**config.mk**
```make
export PLATFORM = sky130hd
export DESIGN_NAME = vram_prefetch_top
export DESIGN_NICKNAME = d
export VERILOG_FILES = /design/src/rtl/vram_prefetch_pkg.sv /design/src/rtl/vram_prefetch_addr.sv /design/src/rtl/vram_prefetch_merge.sv /design/src/rtl/vram_prefetch_ctrl.sv /design/src/rtl/vram_prefetch_top.sv
export SDC_FILE = /design/constraint.sdc
export NUM_CORES = 1
export LEC_CHECK = 0
export ABC_AREA = 0
export BUFFER_PORTS_ARGS = -buffer_cell sky130_fd_sc_hd__clkbuf_2
export CAP_MARGIN = 15
export CORE_MARGIN = 1
export CORE_UTILIZATION = 47
export CTS_BUF_LIST = sky130_fd_sc_hd__clkbuf_4
export CTS_CLUSTER_DIAMETER = 80
export DETAILED_ROUTE_END_ITERATION = 8
export PLACE_DENSITY_LB_ADDON = 0.2
export SYNTH_ARGS = -nofsm -noshare
export SYNTH_HDL_FRONTEND = slang
export SYNTH_SLANG_ARGS = --single-unit
export TNS_END_PERCENT = 50
```
**constraint.sdc**
```tcl
create_clock -name clk -period 2.44 [get_ports clk]
set_input_delay 0.244 -clock clk [delete_from_list [all_inputs] [get_ports clk]]
set_output_delay 0.244 -clock clk [all_outputs]
set_load 0.01 [all_outputs]
```
**src/rtl/vram_prefetch_pkg.sv**
```systemverilog
package vram_prefetch_pkg;

    localparam int WORD_W = 16;

    localparam logic [3:0] CODE_VRAM16 = 4'h0;
    localparam logic [3:0] CODE_VSRAM  = 4'h4;
    localparam logic [3:0] CODE_CRAM   = 4'h8;
    localparam logic [3:0] CODE_VRAM8  = 4'hC;
    localparam logic [3:0] CODE_IDLE   = 4'h1;

    typedef enum logic [2:0] {
        SRC_NONE,
        SRC_VRAM_HI,
        SRC_VRAM_LO,
        SRC_VRAM8,
        SRC_CRAM,
        SRC_VSRAM
    } fetch_src_e;

    typedef struct packed {
        logic fetched;
        logic rd_pend;
        logic cmd_pend;
    } pf_flags_t;

    function automatic logic [WORD_W-1:0] fill_gaps(
        input logic [WORD_W-1:0] mem_bits,
        input logic [WORD_W-1:0] fifo,
        input logic [WORD_W-1:0] mask
    );
        return (mem_bits & mask) | (fifo & ~mask);
    endfunction

    function automatic fetch_src_e pick_src(input logic [3:0] code, input logic rd_pend);
        case (code)
            CODE_VRAM16: pick_src = rd_pend ? SRC_VRAM_LO : SRC_VRAM_HI;
            CODE_VRAM8:  pick_src = SRC_VRAM8;
            CODE_CRAM:   pick_src = SRC_CRAM;
            CODE_VSRAM:  pick_src = SRC_VSRAM;
            default:     pick_src = SRC_NONE;
        endcase
    endfunction

endpackage

```
**src/rtl/vram_prefetch_addr.sv**
```systemverilog
module vram_prefetch_addr
    import vram_prefetch_pkg::*;
#(
    parameter int ADDR_W   = 16,
    parameter int CRAM_AW  = 6,
    parameter int VS_AW    = 6,
    parameter int VS_DEPTH = 40
) (
    input  logic [ADDR_W-1:0]  addr,
    input  fetch_src_e         src,
    output logic [ADDR_W-1:0]  vram_addr,
    output logic               vram_re,
    output logic [CRAM_AW-1:0] cram_idx,
    output logic               cram_re,
    output logic [VS_AW-1:0]   vsram_idx,
    output logic               vsram_re
);
    localparam logic [VS_AW-1:0] VS_LIM = VS_AW'(VS_DEPTH);

    logic [VS_AW-1:0] vs_raw;

    always_comb begin
        case (src)
            SRC_VRAM_HI: vram_addr = {addr[ADDR_W-1:1], 1'b0};
            SRC_VRAM_LO: vram_addr = {addr[ADDR_W-1:1], 1'b1};
            default:     vram_addr = addr;
        endcase
        vram_re = (src == SRC_VRAM_HI) || (src == SRC_VRAM_LO) || (src == SRC_VRAM8);
    end

    // colour index: half the byte address, wrapped by the power-of-two depth
    assign cram_idx = addr[CRAM_AW:1];
    assign cram_re  = (src == SRC_CRAM);

    // scroll index: half the address within the index span, out-of-range forced to 0
    assign vs_raw    = addr[VS_AW:1];
    assign vsram_idx = (vs_raw >= VS_LIM) ? '0 : vs_raw;
    assign vsram_re  = (src == SRC_VSRAM);

endmodule

```
**src/rtl/vram_prefetch_merge.sv**
```systemverilog
module vram_prefetch_merge
    import vram_prefetch_pkg::*;
#(
    parameter int CRAM_W = 9,
    parameter int VS_W   = 11
) (
    input  fetch_src_e         src,
    input  logic [WORD_W-1:0]  prefetch,
    input  logic [7:0]         vram_rdata,
    input  logic [CRAM_W-1:0]  cram_rdata,
    input  logic [VS_W-1:0]    vsram_rdata,
    input  logic [WORD_W-1:0]  fifo_val,
    output logic [WORD_W-1:0]  pf_next
);
    localparam logic [WORD_W-1:0] CRAM_MASK = WORD_W'((1 << CRAM_W) - 1);
    localparam logic [WORD_W-1:0] VS_MASK   = WORD_W'((1 << VS_W) - 1);

    logic [WORD_W-1:0] cram_ext;
    logic [WORD_W-1:0] vs_ext;

    assign cram_ext = {{(WORD_W-CRAM_W){1'b0}}, cram_rdata};
    assign vs_ext   = {{(WORD_W-VS_W){1'b0}}, vsram_rdata};

    always_comb begin
        case (src)
            SRC_VRAM_HI: pf_next = {vram_rdata, 8'h00};
            SRC_VRAM_LO: pf_next = prefetch | {8'h00, vram_rdata};
            SRC_VRAM8:   pf_next = {fifo_val[15:8], vram_rdata};
            SRC_CRAM:    pf_next = fill_gaps(cram_ext, fifo_val, CRAM_MASK);
            SRC_VSRAM:   pf_next = fill_gaps(vs_ext, fifo_val, VS_MASK);
            default:     pf_next = prefetch;
        endcase
    end

endmodule

```
**src/rtl/vram_prefetch_ctrl.sv**
```systemverilog
module vram_prefetch_ctrl
    import vram_prefetch_pkg::*;
#(
    parameter int ADDR_W = 16,
    parameter int INCR_W = 8
) (
    input  logic               clk,
    input  logic               rst,
    input  logic               cmd_hi,
    input  logic               cmd_load,
    input  logic [3:0]         cmd_code,
    input  logic [ADDR_W-1:0]  cmd_addr,
    input  logic [INCR_W-1:0]  incr,
    input  logic               slot_ok,
    input  logic               rd16_req,
    input  logic               rd8_req,
    input  logic [WORD_W-1:0]  pf_next,
    output fetch_src_e         src,
    output logic [3:0]         code,
    output logic [ADDR_W-1:0]  addr,
    output pf_flags_t          flags,
    output logic [WORD_W-1:0]  prefetch,
    output logic               rd16_ack
);
    logic              can_fetch;
    logic              completes;
    logic [ADDR_W-1:0] incr_ext;

    assign incr_ext  = {{(ADDR_W-INCR_W){1'b0}}, incr};
    assign can_fetch = slot_ok && !cmd_load && !rd8_req && !code[0]
                       && !flags.fetched && !flags.cmd_pend;
    assign src       = can_fetch ? pick_src(code, flags.rd_pend) : SRC_NONE;
    assign completes = (src == SRC_VRAM_LO) || (src == SRC_VRAM8)
                       || (src == SRC_CRAM) || (src == SRC_VSRAM);
    assign rd16_ack  = rd16_req && flags.fetched && !cmd_load && !rd8_req;

    always_ff @(posedge clk) begin
        if (rst) begin
            code     <= CODE_IDLE;
            addr     <= '0;
            flags    <= '0;
            prefetch <= '0;
        end else if (cmd_load) begin
            code  <= cmd_code;
            addr  <= cmd_addr;
            flags <= '0;
        end else begin
            if (cmd_hi) flags.cmd_pend <= 1'b1;
            if (rd8_req) begin
                flags.cmd_pend <= 1'b0;
                flags.fetched  <= 1'b0;
                code           <= CODE_VRAM8;
            end else begin
                if (rd16_ack) flags.fetched <= 1'b0;
                if (src != SRC_NONE) prefetch <= pf_next;
                if (src == SRC_VRAM_HI) flags.rd_pend <= 1'b1;
                if (completes) begin
                    flags.rd_pend <= 1'b0;
                    flags.fetched <= 1'b1;
                    addr          <= addr + incr_ext;
                end
            end
        end
    end


    vram_phase_chk: assert property (@(posedge clk) disable iff (rst)
        (src == SRC_VRAM_HI) |=> (flags.rd_pend && !flags.fetched));


    addr_step_chk: assert property (@(posedge clk) disable iff (rst)
        completes |=> (addr == $past(addr) + $past(incr_ext)));


    ack_clear_chk: assert property (@(posedge clk) disable iff (rst)
        rd16_ack |=> !flags.fetched);


    byte_read_chk: assert property (@(posedge clk) disable iff (rst)
        (rd8_req && !cmd_load) |=> (code == CODE_VRAM8 && !flags.fetched
                                    && !flags.cmd_pend && $stable(addr)));

endmodule

```
**src/rtl/vram_prefetch_top.sv**
```systemverilog
module vram_prefetch_top
    import vram_prefetch_pkg::*;
#(
    parameter int ADDR_W     = 16,
    parameter int INCR_W     = 8,
    parameter int CRAM_DEPTH = 64,
    parameter int CRAM_W     = 9,
    parameter int VS_DEPTH   = 40,
    parameter int VS_W       = 11,
    parameter int VS_SPAN    = 64,
    localparam int CRAM_AW   = $clog2(CRAM_DEPTH),
    localparam int VS_AW     = $clog2(VS_SPAN)
) (
    input  logic               clk,
    input  logic               rst,
    input  logic               cmd_hi,
    input  logic               cmd_load,
    input  logic [3:0]         cmd_code,
    input  logic [ADDR_W-1:0]  cmd_addr,
    input  logic [INCR_W-1:0]  incr,
    input  logic               slot_ok,
    output logic [ADDR_W-1:0]  vram_addr,
    output logic               vram_re,
    input  logic [7:0]         vram_rdata,
    output logic [CRAM_AW-1:0] cram_idx,
    output logic               cram_re,
    input  logic [CRAM_W-1:0]  cram_rdata,
    output logic [VS_AW-1:0]   vsram_idx,
    output logic               vsram_re,
    input  logic [VS_W-1:0]    vsram_rdata,
    input  logic [15:0]        fifo_val,
    input  logic               rd16_req,
    output logic               rd16_ack,
    input  logic               rd8_req,
    output logic [15:0]        rd_data,
    output logic               pf_ready
);
    fetch_src_e        src;
    logic [3:0]        code;
    logic [ADDR_W-1:0] addr;
    pf_flags_t         flags;
    logic [WORD_W-1:0] prefetch;
    logic [WORD_W-1:0] pf_next;

    vram_prefetch_ctrl #(.ADDR_W(ADDR_W), .INCR_W(INCR_W)) u_ctrl (
        .clk(clk), .rst(rst), .cmd_hi(cmd_hi), .cmd_load(cmd_load),
        .cmd_code(cmd_code), .cmd_addr(cmd_addr), .incr(incr),
        .slot_ok(slot_ok), .rd16_req(rd16_req), .rd8_req(rd8_req),
        .pf_next(pf_next), .src(src), .code(code), .addr(addr),
        .flags(flags), .prefetch(prefetch), .rd16_ack(rd16_ack)
    );

    vram_prefetch_addr #(.ADDR_W(ADDR_W), .CRAM_AW(CRAM_AW), .VS_AW(VS_AW),
                         .VS_DEPTH(VS_DEPTH)) u_addr (
        .addr(addr), .src(src), .vram_addr(vram_addr), .vram_re(vram_re),
        .cram_idx(cram_idx), .cram_re(cram_re),
        .vsram_idx(vsram_idx), .vsram_re(vsram_re)
    );

    vram_prefetch_merge #(.CRAM_W(CRAM_W), .VS_W(VS_W)) u_merge (
        .src(src), .prefetch(prefetch), .vram_rdata(vram_rdata),
        .cram_rdata(cram_rdata), .vsram_rdata(vsram_rdata),
        .fifo_val(fifo_val), .pf_next(pf_next)
    );

    assign rd_data  = prefetch;
    assign pf_ready = flags.fetched;


    fetch_gate_chk: assert property (@(posedge clk) disable iff (rst)
        (vram_re || cram_re || vsram_re) |-> (slot_ok && !pf_ready && !code[0]
                                              && !flags.cmd_pend));


    one_mem_chk: assert property (@(posedge clk) disable iff (rst)
        $onehot0({vram_re, cram_re, vsram_re}));


    vs_range_chk: assert property (@(posedge clk) disable iff (rst)
        vsram_re |-> (int'(vsram_idx) < VS_DEPTH));


    hold_word_chk: assert property (@(posedge clk) disable iff (rst)
        (pf_ready && !cmd_load && !rd8_req) |=> $stable(prefetch));

endmodule

```
### Yosys cells after proc, flatten, opt, wreduce, memory -nomap -nowiden

Index checks and enable logic that the tools add are counted.

| cells by class | value |
|---|---|
| add/subtract/negate cells | 1 |
| multipliers | 0 |
| divide/modulo/power cells | 0 |
| order comparisons | 1 |
| equality and inequality tests | 9 |
| shift operators | 0 |
| muxes and demuxes | 14 |
| bitwise gates (word level) | 5 |
| reduce and logical (&&, ||, !) cells | 30 |

Operator list:

| kind | number |
|---|---|
| $pmux W16 S5 | 1 |
| $mux W16 | 3 |
| $add A16 B8 Y16 | 1 |
| $or A11 B16 Y16 | 1 |
| $or A16 B8 Y16 | 1 |
| $or A9 B16 Y16 | 1 |
| $pmux W3 S4 | 1 |
| $eq A4 B4 Y1 const B | 2 |
| $logic_and A1 B1 Y1 | 8 |
| $mux W4 | 2 |
| $reduce_bool A2 Y1 | 4 |
| $eq A3 B2 Y1 const B | 2 |
| $eq A3 B3 Y1 const B | 2 |
| $ge A6 B6 Y1 const B | 1 |
| $mux W6 | 1 |
| $logic_not A1 Y1 | 5 |
| $logic_or A1 B1 Y1 | 5 |
| $reduce_bool A5 Y1 | 1 |
| $eq A4 B3 Y1 const B | 1 |
| $logic_not A4 Y1 | 1 |
| $mux W2 | 2 |
| $reduce_and A2 Y1 | 2 |
| $reduce_and A4 Y1 | 1 |
| $eq A3 B1 Y1 const B | 1 |
| 8 further kinds | 10 |

| word-level totals | value |
|---|---|
| bits in registers | 39 |
| latch bits | 0 |
| bits in writable memories | 0 |
| ROM bits | 0 |
| input bits | 79 |
| output and inout bits | 49 |
| word-level logic and storage cells | 66 |
| memories kept | 0 |

### Longest topological paths before layout

Gate-level depths: netlist (run 1).

| depth | value |
|---|---|
| depth after elaboration | 14 |
| mapped depth | 8 |
| gate-level depth less buffers | 8 |

### Modules after synthesis

From an unflattened synthesis (run 1), not the netlist that was laid out.

| unflattened totals | value |
|---|---|
| cell total of the unflattened synthesis | 386 |
| area, all modules | 3001.6 um^2 |

By module, submodules not included:

| module | times used | cells an instance | area each (um^2) | seq. area each (um^2) |
|---|---|---|---|---|
| vram_prefetch_ctrl | 1 | 265 | 2094.5 | 780.7 |
| vram_prefetch_merge | 1 | 85 | 661.9 | 0.0 |
| vram_prefetch_addr | 1 | 36 | 245.2 | 0.0 |

### Worst setup path after synthesis (run 1)

No wires, ideal clock.

| timing path | value |
|---|---|
| path type | reg2reg |
| start point | register u_ctrl.addr[0] |
| end point | register u_ctrl.addr[8] |
| setup time | 0.091 ns |
| arrival time | 2.071 ns |
| data required time | 2.349 ns |
| slack | 0.278 ns |
| cell stages (with the launch flop) | 9 |
| path buffers | 0 |
| clock period less this slack | 2.162 ns |
| path through | dfxtp_1 > ha_1 > inv_1 > fa_1 > nand2b_1 > a21oi_1 > nor2_1 > or4_1 > a311oi_1 |

| on the way | value |
|---|---|
| word-level cells in the longest chain between the ends | 4 |

RTL lines:

| item | RTL line | source |
|---|---|---|
| start, declared | vram_prefetch_ctrl.sv:20 | `output logic [ADDR_W-1:0] addr,` |
| start signal, assigned | vram_prefetch_ctrl.sv:45 | `addr <= cmd_addr;` |
| start signal, assigned | vram_prefetch_ctrl.sv:60 | `addr <= addr + incr_ext;` |
| $add A16 B8 Y16 | vram_prefetch_ctrl.sv:60 |  |
| $mux W16 | vram_prefetch_ctrl.sv:57 | `if (completes) begin` |
| $mux W16 | vram_prefetch_ctrl.sv:49 | `if (rd8_req) begin` |
| $mux W16 | vram_prefetch_ctrl.sv:43 | `end else if (cmd_load) begin` |

Every way passes these cells. The select of a mux whose other input is x is not followed.
A chain may end at the register's enable or synchronous reset.

### Worst setup path after layout (run 1)

Ends and elaborated chain as after synthesis.

==> implementation parameters, run 1 <==
Parameter                              Value

Synthesis
  Most area-consuming cells after synthesis ... dfxtp_1 31%, buf_4 6.6%, a21oi_1 5.2%
  Yosys top cell area share ... just over 30%
  Synth Warn # ... 0
  Total of flip-flops plus latches after synthesis ... 39
  Distinct cell type count after synthesis ... 53
  Synth Instances ... 315
  Sequential element share of the synthesized area ... 31.0%
  Dominant cell type by area after synthesis ... dfxtp_1
  Most frequently used flop master after synthesis ... dfxtp_1
  Average footprint of a synthesized cell ... 7.98 um^2
  Number of flops mapped to enable cells by yosys ... 0
  Post-synthesis cell area ... approximately 2500 um^2
  Async set-reset flop share out of synthesis ... 0%
  Net count of the mapped netlist ... 403

Worst setup path
  Logic depth of the worst path, buffers included ... 8
  Worst-path fanout max ... 4
  Worst reg2reg path endpoint ... u_ctrl.addr[8]
  Ordered list of cells on the worst path ... ha_1 -> inv_1 -> fa_1 -> nand2b_1 -> a21oi_1 -> nor2_1 -> or4_1 -> a311oi_1
  Worst Setup Start Kind ... flip-flop
  Crit path capture type ... flip-flop
  Worst setup path category ... reg2reg
  Crit path capture ... u_ctrl.addr[8]
  Length in cells of the worst reg-to-reg path ... 8
  Delay of the slowest cell on the worst path ... 0.40 ns
  Required time at the endpoint of the critical path ... 2.70 ns
  Endpoint arrival time on the critical path ... 2.48 ns
  Worst setup path startpoint ... u_ctrl.addr[0]
  Internal reg-to-reg setup slack ... 0.22 ns
  Buffers plus inverters on the worst setup path ... 1
  Launch point of the worst reg-to-reg path ... u_ctrl.addr[0]
  Cell family with most CP delay ... simple AND/OR/NAND/NOR gates
  Cell type of the slowest stage on the worst timing path ... fa_1

Clocking
  Number of levels the H-tree was split into ... 2
  TritonCTS clock tree ... yes
  Buffers inserted during post-CTS setup optimization ... 0
  Post-CTS Hold Buffers ... 0
  Clock Pin Slew Worst Setup and Hold Paths ... 0.12 ns
  Quantity of gates resized following cts ... 0
  Buffers from clock root to sink, at most ... 2
  Number of clock buffers inserted by TritonCTS ... 5
  Clk sink count ... 39
  Latest clock arrival within the worst-skew pair ... 0.35 ns
  Clock Root Buffer ... clkbuf_4

Final layout
  Register cell area after layout ... 781 um^2
  Area growth from synthesis to final layout ... 24.4%
  Antenna diode count ... 0
  Most frequent cells in the layout ... 119 x clkbuf_2, 39 x dfxtp_1, 26 x nor2_1, 26 x a21oi_1, 24 x o21ai_0
  Fraction of layout instances using a drive strength above 1 ... 34.8%
  Area of the multi-input gates ... 1460 um^2
  Fin nets ... approximately 500
  Most common library cell in the layout ignoring fill and taps ... clkbuf_2
  Final core utilization ... 60.9%
  Filler Cells Inserted ... 510
  Post-route standard cell area excluding fillers ... around 3100 um^2

Timing
  Count of final hold-check violations ... 0
  Transition time at the pin with the least slew margin ... 0.603 ns
  Final Setup Violations ... 0
  Time the worst path needs with I/O delays and setup ... about 2.2 ns
  Max Transition Viols Final ... 0
  Maximum clock rate ... 450 MHz
  Unrepaired setup endpoints after global routing ... no
  Fin Clk Skew ... roughly 0.012 ns
  Max-slew headroom at the worst pin ... about three fifths
  Summed negative setup slack over all endpoints ... 0 ns
  Final critical-path share of the clock period ... about nine tenths

Placement
  Count of input and output buffers ... between 100 and 150
  Global placement routability congestion ... 0.882
  Total half-perimeter wirelength after legalization and detailed placement ... about 5000 um
  Placement Cell Area ... 3050 um^2

Power
  Sw Pwr ... between 400 and 500 uW
  Logic pwr share ... between 20 and 25%
  Peak supply drop ... 0.320 mV
  Pint ... 1.04 mW
  Sequential cell fraction of total power ... 47.5%
  Leak ... 1.40 nW
  Power density of the placed cells ... 469 nW/um^2
  Clk pwr share ... 29.9%
  Total power consumption of the routed design ... 1.47 mW
  Share of total power consumed by net switching ... 29.4%

Floorplan
  CORE AREA ... 5140 um^2
  Chip Height ... ~75 um
  Total Die Area ... 5650 um^2
  Total I/O pin count ... approximately 130
  Die width ... 75.2 um
  Initial standard-cell utilization of the core ... 48.9%
  Count of standard-cell rows ... 26

Routing
  Pre-antenna DRT Iters ... 4
  Antenna violation net count after detailed routing ... 0
  Avg WL per Cell ... 13.5 um
  Number of DRC violations after detailed-routing iteration 0 ... 97
  Via/cell ratio ... roughly 5.6
  Routed wire length ... 6550 um
  Overall via count from detail_route ... roughly 2.7k
  Drt drc ... 0

Run
  Maximum capacitance violations ... 0

GRT
  Remaining global-route overflow ... 0
  Pin count of the biggest net entering global routing ... 30
  First-pass GRT wire length ... just over 10000 um
  Antenna violations before repair ... 0
  Number of global-route vias before repair ... ~2.3k
  Global-route usage over all layers ... 23.7%

Min path
  Worst hold start ... cmd_addr[1]
  Hold/Removal Path Class ... in2reg

Status
  Status ... finished clean
[sequential cells by signal, summed over array words and instances, names as in the netlist]
register	cells
u_ctrl.code	4
u_ctrl.addr	16
u_ctrl.prefetch	16
u_ctrl.flags	3
[worst register-to-register path: stages (launching register included)]
cell and delay, ns:
dfxtp_1 0.37, ha_1 0.17, inv_1 0.05, fa_1 0.40, nand2b_1 0.19, a21oi_1 0.19
nor2_1 0.12, or4_1 0.40, a311oi_1 0.26
[cell usage after synthesis (all sizes together) (2+ instances only)]
library cell  count
nor3              7
a2111o            2
a221o             8
nand2            16
or3              13
xor2              3
or2               2
and2              4
ha                8
o21ai            25
buf              28
nor2             27
a31oi             3
nor2b             5
nand2b            4
nand3             5
a32oi             2
o211ai            7
a311oi            4
a21oi            26
dfxtp            39
nor4              2
and3              5
o31ai             2
a211oi           13
a22oi             6
a21o              2
nor3b             2
o22ai             8
clkbuf           13
or4               2
inv               7
[logic make-up after synthesis]
| group | after synthesis | share of synthesized area, % |
|---|---|---|
| adder cells (fa/ha/maj) | 9 | 4.78 |
| multiplexers | 1 | 0.448 |
| AO/OA/AOI/OAI | 117 | 31.1 |
| XOR/XNOR | 3 | 1.04 |
| AND/OR/NAND/NOR | 98 | 20.6 |
| buffers and inverters | 48 | 10.9 |
| flip-flops | 39 | 31.0 |
[power by group through the flow]
stage	Clock [mW]	Combinational [mW]	Sequential, mW
5_1_grt	0.484	0.371	0.702
3_3_place_gp	0	0.327	0.709
4_1_cts	0.452	0.332	0.696
2_1_floorplan	0	0.222	0.705
6_report	0.438	0.331	0.696
3_5_place_dp	0	0.331	0.711
[layer usage]
layer | vias to the layer above | share of wire, % | track usage, %
met2 | 100 | 49 | 41.1
met3 | 2 | 5.7 | 4.82
met1 | 1237 | 45 | 30.4
met4 | 0 | 0.52 | 5.56
li1 | 1369 | - | -
met5 | - | 0 | 0
[final cells by class]
class | count | share of cell area (%)
tap | 70 | 2.80
multi-input combinational | 228 | 46.6
timing repair buffer | 132 | 22.2
clock buffer | 5 | 1.20
clock inverter | 3 | 1.40
sequential | 39 | 25.0
inverter | 7 | 0.840
[stage by stage]
stage | instances | worst slack [ns] | hold WS, ns
2_1_floorplan | 315 | 0.278 | 0.323
3_3_place_gp | 476 | 0.288 | 0.463
3_5_place_dp | 476 | 0.242 | 0.486
4_1_cts | 484 | 0.207 | 0.110
5_1_grt | 484 | 0.0482 | 0.110
6_report | 484 | 0.219 | 0.119
[worst min path at each step]
stage,cells after the start,to,slack (ns)
2_1_floorplan,1,u_ctrl.flags[0],0.32
3_3_place_gp,3,u_ctrl.code[0],0.46
3_5_place_dp,3,u_ctrl.code[0],0.49
4_1_cts,3,u_ctrl.addr[1],0.11
5_1_grt,3,u_ctrl.code[0],0.11
6_report,3,u_ctrl.addr[1],0.12
Power figures use the tool's default switching activity.
==> inputs of run 2 (changes only) <==
--- a/config.mk
+++ b/config.mk
@@ -14,4 +14,5 @@
 export CTS_CLUSTER_DIAMETER = 80
 export DETAILED_ROUTE_END_ITERATION = 8
+export GPL_TIMING_DRIVEN = 0
 export PLACE_DENSITY_LB_ADDON = 0.2
 export SYNTH_ARGS = -nofsm -noshare
==> constraint.sdc (replaced) <==
create_clock -name clk -period 2.44 [get_ports clk]
set_input_delay 0.488 -clock clk [delete_from_list [all_inputs] [get_ports clk]]
set_output_delay 0.488 -clock clk [all_outputs]
set_load 0.01 [all_outputs]
==> run 2 against run 1 <==
Against the previous run:
- design area is 4.6% higher
- worst setup slack worse by 0.12 ns
- first-iteration DRC count rose by 77%
- critical path depth decreased by 4
- largest power group unchanged
==> implementation parameters, run 2 (synthesis results as in run 1) <==
Parameter                              Value

Worst setup path
  Worst setup path category ... reg2out
  Endpoint arrival time on the critical path ... 1.85 ns (-0.63 ns)
  Internal reg-to-reg setup slack ... 0.13 ns (-0.09 ns)
  Launch point of the worst reg-to-reg path ... u_ctrl.addr[0]
  Worst-path fanout max ... 17 (+13)
  Length in cells of the worst reg-to-reg path ... 8 (unchanged)
  Worst reg2reg path endpoint ... u_ctrl.addr[8]
  Crit path capture type ... output port
  Worst Setup Start Kind ... flip-flop
  Required time at the endpoint of the critical path ... 1.95 ns (-0.75 ns)

Min path
  Worst hold start ... cmd_code[0]
  End point of the worst hold path ... u_ctrl.code[0]
  Worst hold path depth ... 3 (unchanged)
  Hold/Removal Path Class ... in2reg

Power
  Logic pwr share ... 26.1% (+3.5 points)
  Clk pwr share ... 24.9% (-5.0 points)
  Share of total power consumed by net switching ... 31.2% (+1.8 points)
  Total power consumption of the routed design ... 1.42 mW (-3.3%)
  Sequential cell fraction of total power ... 49.0% (+1.5 points)
  Peak supply drop ... 0.253 mV (-21%)
  Power density of the placed cells ... 433 nW/um^2 (-7.6%)
  Leak ... 1.48 nW (+6.1%)
  Sw Pwr ... 442 uW (+2.6%)
  Pint ... 975 uW (-5.8%)

Final layout
  Fraction of layout instances using a drive strength above 1 ... 36.4% (+1.6 points)
  Antenna diode count ... 0 (unchanged)
  Area growth from synthesis to final layout ... 30.1%
  Filler Cells Inserted ... 512 (+0.39%)
  Most frequent cells in the layout ... 117 x clkbuf_2, 39 x dfxtp_1, 26 x nor2_1
  Fin nets ... 527 (+5.2%)
  Most common library cell in the layout ignoring fill and taps ... clkbuf_2
  Top flop regs ... u_ctrl.addr x16, u_ctrl.prefetch x16, u_ctrl.code x4

Timing
  Time the worst path needs with I/O delays and setup ... 2.34 ns (+0.121 ns)
  Transition time at the pin with the least slew margin ... 0.586 ns (-0.0176 ns)
  Unrepaired setup endpoints after global routing ... yes
  Final Setup Violations ... 0 (unchanged)
  Final critical-path share of the clock period ... 96.0% (+5.0 points)
  Count of final hold-check violations ... 0 (unchanged)
  Max-slew headroom at the worst pin ... 60.9% (+1.2 points)
  Summed negative setup slack over all endpoints ... 0 ns (unchanged)
  Maximum clock rate ... 427 MHz (-5.2%)
  Fin Clk Skew ... 0.00500 ns (-0.00665 ns)
  Max Transition Viols Final ... 0 (unchanged)

Placement
  Global placement routability congestion ... 0.866 (-1.8%)
  Total half-perimeter wirelength after legalization and detailed placement ... 5570 um (+12%)
  Count of input and output buffers ... 117 (-1.7%)

Floorplan
  Die width ... 75.2 um (unchanged)
  Count of standard-cell rows ... 26 (unchanged)
  CORE AREA ... 5140 um^2 (unchanged)
  Chip Height ... 75.2 um (unchanged)
  Total I/O pin count ... 128 (unchanged)
  Initial standard-cell utilization of the core ... 48.9% (unchanged)
  Total Die Area ... 5650 um^2 (unchanged)

GRT
  Most heavily used metal layer in global routing ... met2
  Met1 capacity usage during global routing ... 34.7% (+4.3 points)
  First-pass GRT wire length ... 11100 um (+8.4%)
  Pin count of the biggest net entering global routing ... 18 (-40%)
  Global routing usage on met2 ... 42.0% (+0.90 points)
  M3 GR Usage ... 4.02% (-0.80 points)
  Remaining global-route overflow ... 0 (unchanged)
  Antenna violations before repair ... 0 (unchanged)
  Global-route usage over all layers ... 25.8% (+2.0 points)
  Number of global-route vias before repair ... 2451 (+5.2%)

Clocking
  TritonCTS clock tree ... yes
  Number of clock buffers inserted by TritonCTS ... 5 (unchanged)
  Clk sink count ... 39 (unchanged)
  Clock Root Buffer ... clkbuf_4
  Post-CTS Hold Buffers ... 0 (unchanged)
  Number of levels the H-tree was split into ... 2 (unchanged)
  Clock Pin Slew Worst Setup and Hold Paths ... 0.11 ns (about the same)
  Latest clock arrival within the worst-skew pair ... 0.35 ns (about the same)
  Buffers from clock root to sink, at most ... 2 (unchanged)

Routing
  Overall via count from detail_route ... 2889 (+6.7%)
  Via/cell ratio ... 5.66 (+1.2%)
  Routed wire length ... 7270 um (+11%)
  Avg WL per Cell ... 14.3 um (+5.4%)
  Number of DRC violations after detailed-routing iteration 0 ... 172 (+77%)
  Pre-antenna DRT Iters ... 4 (unchanged)
  Drt drc ... 0 (unchanged)
  Antenna violation net count after detailed routing ... 0 (unchanged)

Status
  Status ... finished clean

Run
  Maximum capacitance violations ... 0 (unchanged)
-- run 2: final cells by class --
| class | count | area, um^2 | share of cell area (%) |
|---|---|---|---|
| well taps | 70 | 87.6 | 2.68 |
| repair buffers | 118 | 593 | 18.1 |
| plain buffers | 40 | 245 | 7.49 |
| multi-input cells | 228 | 1480 | 45.3 |
| clock buffers | 7 | 52.6 | 1.61 |
| clock inverters | 1 | 5.00 | 0.153 |
| flip-flops and latches | 39 | 781 | 23.9 |
| inverters | 7 | 26.3 | 0.803 |
-- run 2: worst max path at each step --
stage                                from              to  slack, ns  cells after the start
after CTS                  u_ctrl.code[0]    vram_addr[0]       0.05                      4
after floorplan                   incr[0]  u_ctrl.addr[8]       0.12                      8
after global routing       u_ctrl.code[2]        vsram_re      -0.03                      4
final                     u_ctrl.flags[2]    vram_addr[0]        0.1                      4
after detailed placement          incr[0]  u_ctrl.addr[8]      -0.19                      9
after global placement            incr[0]  u_ctrl.addr[8]      -0.17                      9
-- run 2: what timing repair did --
action                     CTS  global route
cloned                       0             0
setup endpoints to repair    3             4
resized for setup            3             2
buffers inserted             0             1
pin swaps                    0             1
-- run 2: power by group through the flow --
stage	sequential (mW)	combinational (mW)	clock, mW
6_report	0.695	0.370	0.353
2_1_floorplan	0.705	0.222	0
5_1_grt	0.700	0.408	0.393
3_3_place_gp	0.708	0.356	0
3_5_place_dp	0.709	0.362	0
4_1_cts	0.694	0.364	0.360
-- run 2: metal layers --
metal | routed length, um | vias up
met2 | 3460 | 144
met1 | 3240 | 1314
li1 | - | 1422
met3 | 491 | 9
met4 | 78 | 0
met5 | 0 | -
-- run 2: stage by stage --
step | hold WS (ns) | setup WS, ns | utilization, % | cells | instance area (um^2)
floorplan | 0.470 | 0.122 | - | 315 | 2510
global placement | 0.479 | -0.168 | 62.0 | 502 | 3190
detailed placement | 0.491 | -0.189 | 62.0 | 502 | 3190
CTS | 0.348 | 0.0462 | 63.3 | 509 | 3250
global route | 0.363 | -0.0262 | 63.7 | 510 | 3270
finish | 0.356 | 0.0977 | 63.7 | 510 | 3270
-- run 2: worst max-delay path: stages, from the launching register on --
cell and delay [ns]:
dfxtp_1 0.36, nor3_2 0.44, nand2_4 0.22, o31ai_1 0.30, clkbuf_2 0.19
==> inputs of run 3 (changes only) <==
REMOVE_ABC_BUFFERS = 1   (was default)
==> run 3 against run 2 <==
Against the previous run:
- the run now ends with negative setup slack left
- cell count is 7.6% lower
- register-to-register slack hardly changed
- sequential share of layout area grew 1.7 points
==> implementation parameters, run 3 (synthesis results as in run 1) <==
Parameter                              Value

Status
  Status ... complete, but fails checks
  Violations in the final reports ... negative setup slack

GRT
  Remaining global-route overflow ... 0 (unchanged)
  Pin count of the biggest net entering global routing ... 45 (+27)
  Global-route usage over all layers ... 23.5% (-2.3 points)
  Antenna violations before repair ... 0 (unchanged)
  First-pass GRT wire length ... 10200 um (-8.6%)
  Number of global-route vias before repair ... 2186 (-11%)

Final layout
  Most frequent cells in the layout ... 118 x clkbuf_2, 39 x dfxtp_1, 26 x nor2_1
  Final core utilization ... 59.4% (-4.3 points)
  Top flop regs ... u_ctrl.addr x16, u_ctrl.prefetch x16, u_ctrl.code x4
  Most common library cell in the layout ignoring fill and taps ... clkbuf_2
  Fraction of layout instances using a drive strength above 1 ... 33.4% (-2.9 points)
  Fin nets ... 488 (-7.4%)
  Antenna diode count ... 0 (unchanged)
  Area growth from synthesis to final layout ... 21.4%
  Post-layout instance count excluding filler cells ... 471 (-7.6%)
  Post-route standard cell area excluding fillers ... 3050 um^2 (-6.7%)

Routing
  Pre-antenna DRT Iters ... 4 (unchanged)
  Routed wire length ... 6850 um (-5.8%)
  Avg WL per Cell ... 14.5 um (+2.0%)
  Drt drc ... 0 (unchanged)
  Overall via count from detail_route ... 2698 (-6.6%)
  Number of DRC violations after detailed-routing iteration 0 ... 184 (+7.0%)
  Via/cell ratio ... 5.73 (+1.1%)
  Antenna violation net count after detailed routing ... 0 (unchanged)

Placement
  Placement Cell Area ... 2950 um^2 (-7.5%)
  Global placement routability congestion ... 0.800 (-7.6%)
  Total half-perimeter wirelength after legalization and detailed placement ... 4840 um (-13%)
  Total placed cells including tap cells ... 463 (-7.8%)
  Count of input and output buffers ... 119 (+1.7%)

Floorplan
  Chip Height ... 75.2 um (unchanged)
  Total Die Area ... 5650 um^2 (unchanged)
  Total I/O pin count ... 128 (unchanged)
  CORE AREA ... 5140 um^2 (unchanged)
  Count of standard-cell rows ... 26 (unchanged)
  Die width ... 75.2 um (unchanged)
  Initial standard-cell utilization of the core ... 48.9% (unchanged)

Clocking
  Clk sink count ... 39 (unchanged)
  Clock Pin Slew Worst Setup and Hold Paths ... 0.13 ns (+0.02 ns)
  Buffers from clock root to sink, at most ... 2 (unchanged)
  TritonCTS clock tree ... yes
  Buffers inserted during post-CTS setup optimization ... 0 (unchanged)
  Latest clock arrival within the worst-skew pair ... 0.35 ns (about the same)
  Number of clock buffers inserted by TritonCTS ... 5 (unchanged)
  Clock Root Buffer ... clkbuf_4
  Number of levels the H-tree was split into ... 2 (unchanged)

Timing
  Setup WS post-layout ... -0.00174 ns (-0.0994 ns)
  Time the worst path needs with I/O delays and setup ... 2.44 ns (+0.0994 ns)
  Final Setup Violations ... 1 (+1)
  Maximum clock rate ... 410 MHz (-4.1%)
  Transition time at the pin with the least slew margin ... 0.921 ns (+0.335 ns)
  Fin Clk Skew ... 0.0110 ns (+0.00598 ns)
  Max-slew headroom at the worst pin ... 38.6% (-22 points)
  Unrepaired setup endpoints after global routing ... yes
  Count of final hold-check violations ... 0 (unchanged)
  Worst-case hold slack ... 0.348 ns (-0.00726 ns)
  Final critical-path share of the clock period ... 100% (+4.1 points)
  Max Transition Viols Final ... 0 (unchanged)

Worst setup path
  Worst reg2reg path endpoint ... u_ctrl.addr[8]
  Worst setup path category ... in2out
  Worst setup path startpoint ... cmd_load
  Worst-path fanout max ... 26 (+9)
  Worst Setup Start Kind ... input pin
  Cell type of the slowest stage on the worst timing path ... nor4b_4
  Buffers plus inverters on the worst setup path ... 2 (+1)
  Cell family with most CP delay ... simple AND/OR/NAND/NOR gates
  Length in cells of the worst reg-to-reg path ... 8 (unchanged)
  Delay of the slowest cell on the worst path ... 0.45 ns (about the same)
  Crit path capture type ... output port
  Required time at the endpoint of the critical path ... 1.95 ns (about the same)
  Endpoint arrival time on the critical path ... 1.95 ns (+0.10 ns)
  Launch point of the worst reg-to-reg path ... u_ctrl.addr[0]
  Internal reg-to-reg setup slack ... 0.14 ns (about the same)
  Ordered list of cells on the worst path ... clkbuf_4 -> nor4b_4 -> nand2_4 -> o31ai_1 -> clkbuf_2

Run
  Maximum capacitance violations ... 0 (unchanged)

Min path
  Worst hold path depth ... 3 (unchanged)
  Worst hold start ... cmd_addr[1]
  End point of the worst hold path ... u_ctrl.addr[1]
  Hold/Removal Path Class ... in2reg

Power
  Leak ... 1.34 nW (-9.8%)
  Peak supply drop ... 0.315 mV (+24%)
  Total power consumption of the routed design ... 1.47 mW (+3.5%)
  Power density of the placed cells ... 481 nW/um^2 (+11%)
-- run 3: cell types whose count changed in the layout (fill, tap and decap cells not counted), sizes merged --
| cell | delta |
|---|---|
| bufinv | +1 |
| clkinv | +1 |
| buf | -29 |
| clkbuf | -12 |
-- run 3: worst max-delay path by stage --
stage | depth (start not counted) | end | slack (ns)
after floorplan | 8 | u_ctrl.addr[8] | 0.12
after global placement | 6 | u_ctrl.addr[15] | -0.46
after detailed placement | 6 | u_ctrl.addr[15] | -0.52
after CTS | 5 | vram_addr[0] | 0.01
after global routing | 3 | vsram_re | -0.12
final | 5 | vram_addr[0] | -0.002
-- run 3: metrics by stage --
step	setup WS (ns)	setup TNS, ns
detailed placement	-0.523	-8.74
floorplan	0.122	0
global route	-0.120	-0.329
global placement	-0.456	-7.59
finish	-0.00174	-0.00174
CTS	0.0136	0
-- run 3: layout make-up --
class	instances	area, um^2
Clock buffer	5	37.5
Clock inverter	3	38.8
Fill cell	531	2090
Inverter	7	26.3
Multi-Input combinational cell	228	1480
Sequential cell	39	781
Tap cell	70	87.6
Timing Repair Buffer	119	598
-- run 3: worst register-to-register path: cells and delay by family, from the launching register on --
kind                     cells  cell delay, ns
buffers and inverters        1            0.06
AO/OA/AOI/OAI                2            0.48
adder cells (fa/ha/maj)      2            0.57
flip-flops                   1            0.38
AND/OR/NAND/NOR              3            0.73
-- run 3: where the power goes --
group          switching [mW]  internal, mW  leakage [nW]  total [mW]
clock                   0.232         0.211        0.0426       0.443
sequential             0.0326         0.666         0.320       0.698
combinational           0.181         0.145         0.977       0.326
-- run 3: metal layers --
layer  track usage [%]  vias up  wire [um]
met2              34.3      109       3000
met5                 0        -          0
met3              5.62        6        504
met4              6.17        0         59
li1                  -     1337          -
met1              34.4     1246       3280
-- run 3: what timing repair did --
| action | CTS | global route |
|---|---|---|
| hold buffers | 0 | 0 |
| resized for setup | 5 | 2 |
| setup endpoints to repair | 8 | 5 |
